==> src/rtl/bcd_stage_pkg.sv <==
package bcd_stage_pkg;

  // Action selected for the coming clock edge, in priority order (clear highest)
  typedef enum logic [1:0] {
    ACT_HOLD  = 2'd0,
    ACT_COUNT = 2'd1,
    ACT_LOAD  = 2'd2,
    ACT_CLEAR = 2'd3
  } stage_act_e;

endpackage

==> src/rtl/bcd_stage_ctrl.sv <==
module bcd_stage_ctrl
  import bcd_stage_pkg::*;
(
  input  logic       sclr_n,
  input  logic       sload_n,
  input  logic       en_chain,
  input  logic       en_par,
  output stage_act_e act
);

  // Fixed priority: clear, load, count, hold
  always_comb begin
    if (!sclr_n)                  act = ACT_CLEAR;
    else if (!sload_n)            act = ACT_LOAD;
    else if (en_chain && en_par)  act = ACT_COUNT;
    else                          act = ACT_HOLD;
  end

endmodule

==> src/rtl/bcd_stage_next.sv <==
module bcd_stage_next
  import bcd_stage_pkg::*;
#(
  parameter int DIGIT_W  = 4,
  parameter int LAST_VAL = 9
) (
  input  stage_act_e         act,
  input  logic [DIGIT_W-1:0] cur,
  input  logic [DIGIT_W-1:0] load_val,
  output logic [DIGIT_W-1:0] nxt
);

  localparam logic [DIGIT_W-1:0] LAST_D = DIGIT_W'(LAST_VAL);
  localparam logic [DIGIT_W-1:0] ONE_D  = DIGIT_W'(1);

  logic [DIGIT_W-1:0] step;

  // Terminal value and every value above it wrap to zero
  always_comb begin
    if (cur >= LAST_D) step = '0;
    else               step = cur + ONE_D;
  end

  always_comb begin
    unique case (act)
      ACT_CLEAR: nxt = '0;
      ACT_LOAD:  nxt = load_val;
      ACT_COUNT: nxt = step;
      default:   nxt = cur;
    endcase
  end

endmodule

==> src/rtl/bcd_stage_carry.sv <==
module bcd_stage_carry #(
  parameter int DIGIT_W  = 4,
  parameter int LAST_VAL = 9
) (
  input  logic [DIGIT_W-1:0] cur,
  input  logic               en_chain,
  output logic               carry_out
);

  localparam logic [DIGIT_W-1:0] LAST_D = DIGIT_W'(LAST_VAL);

  // Combinational terminal detect, gated only by the chain enable
  always_comb carry_out = en_chain && (cur == LAST_D);

endmodule

==> src/rtl/bcd_count_stage.sv <==
module bcd_count_stage
  import bcd_stage_pkg::*;
#(
  parameter int DIGIT_W  = 4,
  parameter int LAST_VAL = 9
) (
  input  logic               clk,
  input  logic               rst_n,
  input  logic               en_chain,
  input  logic               en_par,
  input  logic               sclr_n,
  input  logic               sload_n,
  input  logic [DIGIT_W-1:0] load_val,
  output logic [DIGIT_W-1:0] count,
  output logic               carry_out
);

  localparam logic [DIGIT_W-1:0] LAST_D = DIGIT_W'(LAST_VAL);

  stage_act_e         act;
  logic [DIGIT_W-1:0] cnt_q;
  logic [DIGIT_W-1:0] cnt_d;
  logic               cnt_en;

  bcd_stage_ctrl u_ctrl (
    .sclr_n   (sclr_n),
    .sload_n  (sload_n),
    .en_chain (en_chain),
    .en_par   (en_par),
    .act      (act)
  );

  bcd_stage_next #(
    .DIGIT_W  (DIGIT_W),
    .LAST_VAL (LAST_VAL)
  ) u_next (
    .act      (act),
    .cur      (cnt_q),
    .load_val (load_val),
    .nxt      (cnt_d)
  );

  bcd_stage_carry #(
    .DIGIT_W  (DIGIT_W),
    .LAST_VAL (LAST_VAL)
  ) u_carry (
    .cur       (cnt_q),
    .en_chain  (en_chain),
    .carry_out (carry_out)
  );

  // Clock enable: the register only loads when an action other than hold is chosen
  always_comb cnt_en = (act != ACT_HOLD);

  always_ff @(posedge clk or negedge rst_n) begin
    if (!rst_n)      cnt_q <= '0;
    else if (cnt_en) cnt_q <= cnt_d;
  end

  assign count = cnt_q;

  AST_RESET_ZERO: assert property (@(posedge clk) !rst_n |-> cnt_q == '0);

  AST_COUNT_STEP: assert property (@(posedge clk) disable iff (!rst_n)
    (sclr_n && sload_n && en_chain && en_par && cnt_q < LAST_D)
      |=> cnt_q == $past(cnt_q) + DIGIT_W'(1));

  AST_WRAP_ZERO: assert property (@(posedge clk) disable iff (!rst_n)
    (sclr_n && sload_n && en_chain && en_par && cnt_q >= LAST_D)
      |=> cnt_q == '0);

  AST_HOLD_STABLE: assert property (@(posedge clk) disable iff (!rst_n)
    (sclr_n && sload_n && !(en_chain && en_par)) |=> $stable(cnt_q));

  AST_CLEAR_WINS: assert property (@(posedge clk) disable iff (!rst_n)
    !sclr_n |=> cnt_q == '0);

  AST_LOAD_COPY: assert property (@(posedge clk) disable iff (!rst_n)
    (sclr_n && !sload_n) |=> cnt_q == $past(load_val));

  AST_CARRY_GATED: assert property (@(posedge clk) disable iff (!rst_n)
    carry_out |-> (en_chain && cnt_q == LAST_D));

endmodule

==> config.mk <==
export PLATFORM = sky130hd
export DESIGN_NAME = bcd_count_stage
export DESIGN_NICKNAME = d
export VERILOG_FILES = /design/src/rtl/bcd_stage_pkg.sv /design/src/rtl/bcd_stage_ctrl.sv /design/src/rtl/bcd_stage_next.sv /design/src/rtl/bcd_stage_carry.sv /design/src/rtl/bcd_count_stage.sv
export SDC_FILE = /design/constraint.sdc
export NUM_CORES = 1
export LEC_CHECK = 0
export ABC_AREA = 1
export BUFFER_PORTS_ARGS = -buffer_cell sky130_fd_sc_hd__buf_2
export CELL_PAD_IN_SITES_DETAIL_PLACEMENT = 1
export CELL_PAD_IN_SITES_GLOBAL_PLACEMENT = 1
export CORE_AREA = 2 2 39 41
export CTS_CLUSTER_DIAMETER = 60
export DETAILED_ROUTE_END_ITERATION = 7
export DIE_AREA = 0 0 41 43
export PLACE_DENSITY = 0.72
export SLEW_MARGIN = 20
export SYNTH_ARGS = -nofsm -noshare
export SYNTH_HDL_FRONTEND = slang
export SYNTH_SLANG_ARGS = --single-unit
==> constraint.sdc <==
create_clock -name clk -period 1.9 [get_ports clk]
set_clock_uncertainty 0.1 [all_clocks]
set_input_delay 0.38 -clock clk [delete_from_list [all_inputs] [get_ports clk]]
set_output_delay 0.38 -clock clk [all_outputs]
set_load 0.02 [all_outputs]
==> metrics.md <==
| Metric | Value |
|---|---|
| Hold_buf cts | 1 |
| IO Count | 15 |
| Static leakage | 0.236 nW |
| Initial antenna violation count | 0 |
| Yosys top cell area share | 30.7% |
| Synthesized Nets | 55 |
| Endpoint class of the critical path | output port |
| Via density | 4.58 |
| Status | completed |
| Starting Density | 23.6% |
| Util after Layout | 32.5% |
| Final ANT Viol Nets | 0 |
| Synth Instances | 42 |
| Detail Placement HPWL | roughly 670 um |
| Yosys warnings | 0 |
| H-tree depth | 1 |
| DIE HEIGHT | 43 um |
| Core area | 1380 um^2 |
| Vias in the first global route | 353 |
| Max clock buf depth | 2 |
| Routability cong. | roughly 0.71 |
| N_diodes | 0 |
| CTS resizes | 0 |
| Worst rel slew slack | 85.1% |
| Wire per inst | roughly 10 um |
| Worst VDD drop | 0.000299 V |
| Syn avg cell area | between 7 and 8 um^2 |
| Largest net degree at the start of global routing | 8 |
| Register area share after synthesis | about 30% |
| Area post-placement | 417 um^2 |
| Synth area leader | dfrtp_1 |
| First-pass GRT wire length | ~1.4 mm |
| Die X | 41 um |
| Clock sink total | 4 |
| Worst EP arrival | 1300 ps |
| Fill cells | between 150 and 200 |
| Met3 routed WL | about 36 um |
| Pre-antenna DRT Iters | 1 |
| Final critical-path share of the clock period | 93.5% |
| GRT Total Usage | 11.2% |
| Pwr dens | 582 nW/um^2 |
| Post-CTS Setup Inserts | 0 |
| Routed wl met2 | 390 um |
| Port-buffer cells | 14 |
| Pins Over Slew Limit | 0 |
| Synth area leaders | dfrtp_1, nand3_1, ha_1, nand2_1, inv_1 |
| Final hold vios | 0 |
| Setup_tns | 0 ps |
| Setup crit start kind | flip-flop |
| Clock transition at path regs | around 40 ps |
| Crit path required time | 1420 ps |
| Placed cell count | 72 |
| # setup viols final | 0 |
| Drc violations | 0 |
| Total power | 0.262 mW |
| Max reg flops | 4 |
| GR Overflow Total | 0 |
| Crit path time final | between 1500 and 2000 ps |
| CTS tree | yes |
| Fraction of layout cells with a size suffix above 1 | between 30% and 40% |
| DR top layer | met3 |
| Yosys reg bits | 4 |
| Fin cells | 76 |
| Starting DRC count in detailed routing | 0 |
| Row Count | 14 |
| Worst Path Max Fanout | 6 |
| Post-layout instance area | 449 um^2 |
| Clk Tree Root Cell | clkbuf_4 |
| Nets | 75 |
| CP Class | reg -> out |
| Mapped cell area | 327 um^2 |
| Worst min path class | in -> reg |
| CTS buffer count | 3 |
| Metal1 wirelength | ~350 um |
| Vias | around 350 |
| RSZ-0062 raised after global routing | no |
| Worst-margin pin slew | 224 ps |
| Distinct cells, synth | 13 |
| Max-cap violation count | 0 |
| Highest Clock Rate | 0.563 GHz |
| Post-Route WL | between 700 and 800 um |
| Clk Latency, worst-skew pair | ~230 ps |
| Area grow syn2layout | 37.5% |
| Die ar. | 1760 um^2 |
## critical path: stages (launching register included)
cell     delay (ps)
dfrtp_1         420
inv_1           100
ha_1            150
inv_1            50
nor3_1          150
buf_2           190
## metrics by stage
step           hold slack [ps]  worst slack (ps)
2_1_floorplan            -15.6               171
3_3_place_gp              83.8               423
3_5_place_dp              87.0               363
4_1_cts                    309               112
5_1_grt                    341              25.2
6_report                   311               124
## report_power, final
group          total, mW  internal (mW)  switching (mW)
sequential        0.0997         0.0908         0.00895
clock              0.103         0.0705          0.0327
combinational     0.0586         0.0237          0.0349
total              0.262          0.185          0.0765
## synthesized netlist by cell type
library cell  count
nor3_1            1
nand4_1           1
dfrtp_1           4
xor2_1            1
inv_1             5
nand2_2           2
a21oi_4           1
nand3_2           1
nand3_1          14
nor2_4            1
ha_1              3
nand2_1           7
inv_2             1
## placed cells by master, fill, tap and decap left out
cell type / n
inv_2: 1
nand3_1: 14
clkbuf_4: 3
dfrtp_1: 4
buf_2: 14
dlygate4sd3_1: 1
nand3_2: 1
nor3_1: 1
inv_1: 5
a21oi_4: 1
nand4_1: 1
nand2_1: 7
nand2_2: 2
ha_1: 3
nor2_4: 1
xor2_1: 1
## routing by layer
metal	track usage, %	vias to the layer above
met5	0	-
met4	4.00	0
met3	3.14	0
met2	17.8	9
met1	13.7	161
li1	-	178
## path summary, 6_finish.rpt
check	from	end	slack (ps)	cells past startpoint
min	load_val[3]	count[3]	310	3
max in group asynchronous	rst_n	count[2]	1200	2
min in group asynchronous	rst_n	count[1]	380	2
max	count[1]	carry_out	120	5
max reg2reg	count[0]	count[0]	600	6
min reg2reg	count[3]	count[3]	500	2
## cell type report
class                           instances  area [um^2]  area share (%)
Multi-Input combinational cell         32          204            45.4
Sequential cell                         4          100            22.3
Timing Repair Buffer                   15         80.1            17.8
Clock buffer                            3         22.5            5.01
Inverter                                6         22.5            5.01
Tap cell                               16         20.0            4.46
## cells by family (layout without fill, tap and decap cells)
logic type               count (synthesis)  count (layout)  share of synthesized area [%]
AND/OR/NAND/NOR                         27              27                           43.3
buffers and inverters                    6              24                           6.90
flip-flops                               4               4                           30.7
adder cells (fa/ha/maj)                  3               3                           11.5
AO/OA/AOI/OAI                            1               1                           4.98
XOR/XNOR                                 1               1                           2.68
Power figures use the tool's default switching activity.
